`config.mk`:
```
export PLATFORM = sky130hd
export DESIGN_NAME = smbus_host_regs
export DESIGN_NICKNAME = d
export VERILOG_FILES = /design/src/rtl/smbh_pkg.sv /design/src/rtl/smbh_status.sv /design/src/rtl/smbh_blkbuf.sv /design/src/rtl/smbus_host_regs.sv
export SDC_FILE = /design/constraint.sdc
export NUM_CORES = 1
export LEC_CHECK = 0
export BUFFER_PORTS_ARGS = -buffer_cell sky130_fd_sc_hd__buf_2
export CORE_MARGIN = 2
export CORE_UTILIZATION = 60
export CTS_CLUSTER_SIZE = 40
export DETAILED_ROUTE_END_ITERATION = 8
export GPL_ROUTABILITY_DRIVEN = 0
export PLACE_DENSITY = 0.9
export RECOVER_POWER = 25
export SLEW_MARGIN = 5
export SYNTH_ARGS = -nofsm -noshare
export SYNTH_HDL_FRONTEND = slang
export SYNTH_SLANG_ARGS = --single-unit
```
`constraint.sdc`:
```
create_clock -name clk -period 3.37 [get_ports clk]
set_clock_uncertainty 0.1 [all_clocks]
set_input_delay 0.5055 -clock clk [delete_from_list [all_inputs] [get_ports clk]]
set_output_delay 0.5055 -clock clk [all_outputs]
set_load 0.02 [all_outputs]
```
`src/rtl/smbh_pkg.sv`:
```
package smbh_pkg;

    localparam logic [2:0] OFS_STATUS = 3'd0;
    localparam logic [2:0] OFS_CTRL   = 3'd2;
    localparam logic [2:0] OFS_CMD    = 3'd3;
    localparam logic [2:0] OFS_SLAVE  = 3'd4;
    localparam logic [2:0] OFS_DATA0  = 3'd5;
    localparam logic [2:0] OFS_DATA1  = 3'd6;
    localparam logic [2:0] OFS_BLOCK  = 3'd7;

    localparam int CTL_START_BIT = 6;
    localparam int CTL_IEN_BIT   = 0;

    // error result reported by the sequencer; packed order matches status bits 4:2
    typedef struct packed {
        logic failed;
        logic collision;
        logic nack;
    } result_t;

    // status register image, bits 4:0
    typedef struct packed {
        result_t res;
        logic    done;
        logic    busy;
    } stat_t;

    typedef struct packed {
        logic [2:0] proto;
        logic       ien;
    } ctl_t;

    function automatic logic [7:0] status_byte(stat_t s);
        return {3'b000, s};
    endfunction

    function automatic logic [7:0] ctl_byte(ctl_t c);
        return {3'b000, c.proto, 1'b0, c.ien};
    endfunction

endpackage

```
`src/rtl/smbh_status.sv`:
```
module smbh_status
    import smbh_pkg::*;
(
    input  logic       clk,
    input  logic       rst,
    input  logic       start_go,
    input  logic [4:1] clr_mask,
    input  logic       seq_done,
    input  result_t    seq_res,
    output stat_t      st
);

    logic finish;
    assign finish = st.busy && seq_done;

    always_ff @(posedge clk) begin
        if (rst) begin
            st <= '0;
        end else begin
            if (start_go)
                st.busy <= 1'b1;
            else if (finish)
                st.busy <= 1'b0;

            if (finish) begin
                st.done <= 1'b1;
                st.res  <= seq_res;
            end else begin
                st.done <= st.done & ~clr_mask[1];
                st.res  <= st.res & ~result_t'(clr_mask[4:2]);
            end
        end
    end


    busy_set_chk: assert property (@(posedge clk) disable iff (rst)
        start_go |=> st.busy);


    done_clr_chk: assert property (@(posedge clk) disable iff (rst)
        finish |=> (!st.busy && st.done));


    res_load_chk: assert property (@(posedge clk) disable iff (rst)
        finish |=> (st.res == $past(seq_res)));


    w1c_done_chk: assert property (@(posedge clk) disable iff (rst)
        (!finish && clr_mask[1]) |=> !st.done);

endmodule

```
`src/rtl/smbh_blkbuf.sv`:
```
module smbh_blkbuf #(
    parameter int DEPTH = 32,
    parameter int DW    = 8,
    localparam int IW   = $clog2(DEPTH)
) (
    input  logic          clk,
    input  logic          rst,
    input  logic          rewind,
    input  logic          host_adv,
    input  logic          host_we,
    input  logic [DW-1:0] host_wdata,
    output logic [DW-1:0] host_rdata,
    input  logic [IW-1:0] sq_addr,
    input  logic          sq_we,
    input  logic [DW-1:0] sq_wdata,
    output logic [DW-1:0] sq_rdata
);

    localparam logic [IW-1:0] LAST = IW'(DEPTH - 1);

    logic [DW-1:0] mem [DEPTH];
    logic [IW-1:0] idx;

    assign host_rdata = mem[idx];
    assign sq_rdata   = mem[sq_addr];

    always_ff @(posedge clk) begin
        if (rst) begin
            for (int i = 0; i < DEPTH; i++)
                mem[i] <= '0;
        end else begin
            if (host_we)
                mem[idx] <= host_wdata;
            if (sq_we)
                mem[sq_addr] <= sq_wdata;
        end
    end

    always_ff @(posedge clk) begin
        if (rst || rewind)
            idx <= '0;
        else if (host_adv && idx != LAST)
            idx <= idx + 1'b1;
    end


    rewind_chk: assert property (@(posedge clk) disable iff (rst)
        rewind |=> (idx == '0));


    idx_sat_chk: assert property (@(posedge clk) disable iff (rst)
        (!rewind && host_adv && idx == LAST) |=> (idx == LAST));

endmodule

```
`src/rtl/smbus_host_regs.sv`:
```
module smbus_host_regs
    import smbh_pkg::*;
#(
    parameter int BUF_DEPTH = 32,
    localparam int BW       = $clog2(BUF_DEPTH)
) (
    input  logic          clk,
    input  logic          rst,
    input  logic [2:0]    reg_addr,
    input  logic          reg_wr,
    input  logic          reg_rd,
    input  logic [7:0]    reg_wdata,
    output logic [7:0]    reg_rdata,
    output logic          irq,
    output logic          seq_start,
    output logic [2:0]    seq_proto,
    output logic [7:0]    seq_slave,
    output logic [7:0]    seq_cmd,
    output logic [7:0]    seq_data0,
    output logic [7:0]    seq_data1,
    input  logic          seq_done,
    input  logic          seq_nack,
    input  logic          seq_collision,
    input  logic          seq_failed,
    input  logic [7:0]    seq_rdata0,
    input  logic [7:0]    seq_rdata1,
    input  logic [BW-1:0] seq_buf_addr,
    input  logic          seq_buf_we,
    input  logic [7:0]    seq_buf_wdata,
    output logic [7:0]    seq_buf_rdata
);

    stat_t      st;
    ctl_t       ctl_q;
    logic [7:0] cmd_q, slv_q, d0_q, d1_q;
    logic       start_q;
    logic [7:0] blk_rdata;

    logic       wr_ok, start_go, rd_capture;
    logic [4:1] clr_mask;
    result_t    res_in;

    assign wr_ok      = reg_wr && !st.busy;
    assign start_go   = wr_ok && reg_addr == OFS_CTRL && reg_wdata[CTL_START_BIT];
    assign rd_capture = st.busy && seq_done && slv_q[0];
    assign clr_mask   = (reg_wr && reg_addr == OFS_STATUS) ? reg_wdata[4:1] : 4'b0;
    assign res_in     = '{failed: seq_failed, collision: seq_collision, nack: seq_nack};

    smbh_status u_status (
        .clk      (clk),
        .rst      (rst),
        .start_go (start_go),
        .clr_mask (clr_mask),
        .seq_done (seq_done),
        .seq_res  (res_in),
        .st       (st)
    );

    smbh_blkbuf #(.DEPTH(BUF_DEPTH), .DW(8)) u_buf (
        .clk        (clk),
        .rst        (rst),
        .rewind     (reg_rd && reg_addr == OFS_CTRL),
        .host_adv   (reg_addr == OFS_BLOCK && (reg_rd || wr_ok)),
        .host_we    (wr_ok && reg_addr == OFS_BLOCK),
        .host_wdata (reg_wdata),
        .host_rdata (blk_rdata),
        .sq_addr    (seq_buf_addr),
        .sq_we      (seq_buf_we),
        .sq_wdata   (seq_buf_wdata),
        .sq_rdata   (seq_buf_rdata)
    );

    always_ff @(posedge clk) begin
        if (rst) begin
            ctl_q   <= '0;
            cmd_q   <= '0;
            slv_q   <= '0;
            d0_q    <= '0;
            d1_q    <= '0;
            start_q <= 1'b0;
        end else begin
            start_q <= start_go;
            if (wr_ok) begin
                unique case (reg_addr)
                    OFS_CTRL: begin
                        ctl_q.proto <= reg_wdata[4:2];
                        ctl_q.ien   <= reg_wdata[CTL_IEN_BIT];
                    end
                    OFS_CMD:   cmd_q <= reg_wdata;
                    OFS_SLAVE: slv_q <= reg_wdata;
                    OFS_DATA0: d0_q  <= reg_wdata;
                    OFS_DATA1: d1_q  <= reg_wdata;
                    default: ;
                endcase
            end
            if (rd_capture) begin
                d0_q <= seq_rdata0;
                d1_q <= seq_rdata1;
            end
        end
    end

    always_comb begin
        unique case (reg_addr)
            OFS_STATUS: reg_rdata = status_byte(st);
            OFS_CTRL:   reg_rdata = ctl_byte(ctl_q);
            OFS_CMD:    reg_rdata = cmd_q;
            OFS_SLAVE:  reg_rdata = slv_q;
            OFS_DATA0:  reg_rdata = d0_q;
            OFS_DATA1:  reg_rdata = d1_q;
            OFS_BLOCK:  reg_rdata = blk_rdata;
            default:    reg_rdata = 8'h00;
        endcase
    end

    assign irq       = ctl_q.ien && st.done;
    assign seq_start = start_q;
    assign seq_proto = ctl_q.proto;
    assign seq_slave = slv_q;
    assign seq_cmd   = cmd_q;
    assign seq_data0 = d0_q;
    assign seq_data1 = d1_q;


    start_busy_chk: assert property (@(posedge clk) disable iff (rst)
        seq_start |-> st.busy);


    start_single_chk: assert property (@(posedge clk) disable iff (rst)
        seq_start |=> !seq_start);


    cmd_hold_chk: assert property (@(posedge clk) disable iff (rst)
        (reg_wr && st.busy && reg_addr == OFS_CMD) |=> $stable(cmd_q));


    no_restart_chk: assert property (@(posedge clk) disable iff (rst)
        st.busy |=> !seq_start);

endmodule

```
==> flow_summary.ini <==
[placed_design]
numPortBuffers = 101
dp_cells = 1799
dp_slack_ps = 90.6
dp_hpwl_um = 39200

[synthesis]
netlist_area_um2 = 18000
yosysTopAreaCell = edfxtp_1
ys.warnings.count = 0
yosys-top-cells-area = edfxtp_1 43%, a22o_1 13%, mux4_2 12%
synth_edf_count = 256
syn_avg_cell_area_um2 = 13.1
yosysSeqAreaShare_pct = 48.6
yosysTopAreaCellShare_pct = 42.8
async_reset_ff_share_pct = 0
postSynthCellCount = 1367
synth_fp_nets = 1421
synthDistinctLibCells = 52
synthFlopType = edfxtp_1
ys_seq_elements = 308

[finish]
syn2layout_area_growth_pct = 11.2
final_core_util_pct = 67.6
stdcell_count = 1870
final_layout_size_suffix_gt1_share_pct = 24.9
final_nets = 1510
regArea_um2 = 8730
multi_input_area_um2 = 8470
fill_cells = 1957

[sta]
timing.final.ws_setup_ps = -69.9
finalCritPeriodShare_pct = 102
period_minus_slack_ps = 3440
max_freq_ghz = 0.291
rsz0062_at_grt = true
tightest_slew_ps = 1240
maxSlewViolCount = 0
setup_viol = 3
hold_viol = 0
max_slew_margin_pct = 16.5

[route]
vias = 14829
postRouteAntennaNets = 0
drt_iter0_drc = 3165
wire_per_inst_um = 32.2
viasPerCell = 7.93
post-route-drc-count = 0
drt_pre_antenna_iters = 7
drt-total-wl_um = 60100

[die]
design.die.area_um2 = 31400
core_um2 = 29600
initial_core_util_pct = 60.8
fp-row-count = 63
fp.dieW_um = 177
die_h_um = 177
pin_count = 102

[clocking]
h-tree-depth = 1
clkLatencyLatePin_ps = 590
root_buffer = clkbuf_16
tritoncts = built
cts_made_buffers = 31
numClockSinks = 308
cts_buffer_depth = 3
clk_pin_slew_ps = 70
hold_buffers = 0

[power_and_ir_drop]
finalPower_uw = 8840
vdd.ir_drop.worst_mv = 0.495
powerDensity_nw_per_um2 = 442
leakage_uw = 0.00689

[run]
cap_violations = 0

[status]
failed_checks = negative setup slack
status = finished with violations

[global_routing]
grt_first_pass_wirelength_um = 87600
grt_max_degree = 46
grt_pass1_vias = 14124
grt_usage_pct = 38.0
overflow = 0
antenna_found_initial = 2

[worst_setup_path]
cp_top_family = compound AO/OA/AOI/OAI gates
cp_data_arrival_time_ps = 2830
critPathMaxStageDelay_ps = 460
cp-end-kind = output port
required_ps = 2760
crit_path_start_kind = flop
crit_buf_inv = 2
critPathSlowestCell = dfxtp_4
worstPathMaxFanout = 45
criticalPathCategory = flop to output port
crit_chain = buf_16 > mux2i_1 > a22oi_1 > nand2_1 > a221oi_2 > a221o_1 > buf_2

[min_path]
min-delay-path-class = input port to flop
==> state kept, by name (all words and copies together), names as in the netlist, named ones only <==
register / count
seq_proto: 3
seq_start: 1
u_buf.mem: 256
u_status.st: 5
seq_slave: 8
ctl_q: 1
seq_data1: 8
seq_data0: 8
u_buf.idx: 5
seq_cmd: 8
==> final timing paths <==
kind	start	end	slack (ps)	cells after the start
setup / recovery	flop	reg_rdata[7]	-70	7
hold / removal	seq_rdata1[6]	seq_data1[6]	100	3
setup reg to reg	u_status.st[0]	u_buf.mem[1][3]	190	4
hold reg to reg	u_status.st[1]	u_status.st[1]	370	2
==> placed cells by master, fill, tap and decap left out, types with 5 or more instances in the layout <==
| master | count |
|---|---|
| a211oi_1 | 17 |
| a21oi_1 | 7 |
| a221oi_2 | 6 |
| a22o_1 | 259 |
| a22oi_1 | 56 |
| buf_12 | 5 |
| buf_2 | 60 |
| buf_4 | 90 |
| clkbuf_1 | 51 |
| clkbuf_16 | 31 |
| clkinv_1 | 5 |
| clkinv_2 | 5 |
| dfxtp_1 | 50 |
| edfxtp_1 | 256 |
| ha_1 | 5 |
| inv_1 | 5 |
| mux2i_1 | 121 |
| mux4_2 | 98 |
| nand2_1 | 42 |
| nand2b_1 | 5 |
| nand3_1 | 12 |
| nand3b_1 | 5 |
| nand4_1 | 18 |
| nor2_1 | 100 |
| nor2_2 | 21 |
| nor2b_1 | 5 |
| nor3_1 | 15 |
| nor3_4 | 20 |
| o211ai_1 | 7 |
| o21ai_0 | 34 |
==> cells by family after synthesis <==
logic type      Yosys count  synth area share (%)
compound gates          405                  18.3
xor+xnor                  3                 0.146
fa+ha+maj                 5                 0.348
buf+inv                 153                  3.90
flops                   308                  48.6
mux                     222                  19.2
simple gates            271                  9.52
==> final cells by class <==
type,instances,share of cell area [%]
Sequential cell,308,43.7
Multi-Input combinational cell,906,42.4
Clock buffer,39,4.03
Antenna cell,1,0.0125
Tap cell,390,2.44
Timing Repair Buffer,204,6.58
Inverter,5,0.0939
Clock inverter,17,0.764
==> power breakdown <==
| group | switching (uW) | total [uW] | internal (uW) |
|---|---|---|---|
| Combinational | 654 | 1040 | 389 |
| Sequential | 159 | 4460 | 4300 |
| Clock | 1490 | 3340 | 1840 |
==> synthesized netlist by cell type, types with 5 or more instances <==
library cell	instances
o21ai_0	34
nor3_4	33
nand4_1	18
a21oi_1	7
clkbuf_1	102
buf_2	14
nor2b_1	6
buf_1	13
nor2_2	21
o211ai_1	7
nor2_1	100
buf_4	9
nand3b_1	5
dfxtp_1	52
edfxtp_1	256
a22o_1	259
buf_6	10
a221oi_1	9
mux4_2	98
nand2b_1	5
nand2_1	42
a211oi_1	16
a22oi_1	56
ha_1	5
nand3_1	12
mux2i_1	123
inv_1	5
==> repair_timing <==
action / CTS / global route
pin swaps: 0 / 2
gates resized for setup: 5 / 15
setup buffers: 3 / 11
endpoints found under the setup margin: 7 / 9
==> per-layer routing <==
layer	share of wire, %	GRT usage [%]
met5	0.018	0
met4	7.7	21.2
met3	19	13.7
met2	42	55.8
met1	31	49.1
==> stage by stage <==
stage	area (um2)	hold WS, ps	setup TNS [ps]
6_report	20000	96.8	-176
5_1_grt	20000	102	-128
4_1_cts	20000	89.4	0
3_5_place_dp	19000	363	0
3_3_place_gp	19000	355	0
2_1_floorplan	18000	342	0
==> worst min-delay path: cells and delay by family <==
| kind | cells | cell delay, ps |
|---|---|---|
| compound gates | 1 | 50 |
| buf+inv | 1 | 90 |
| simple gates | 1 | 90 |
Power figures use the tool's default switching activity.
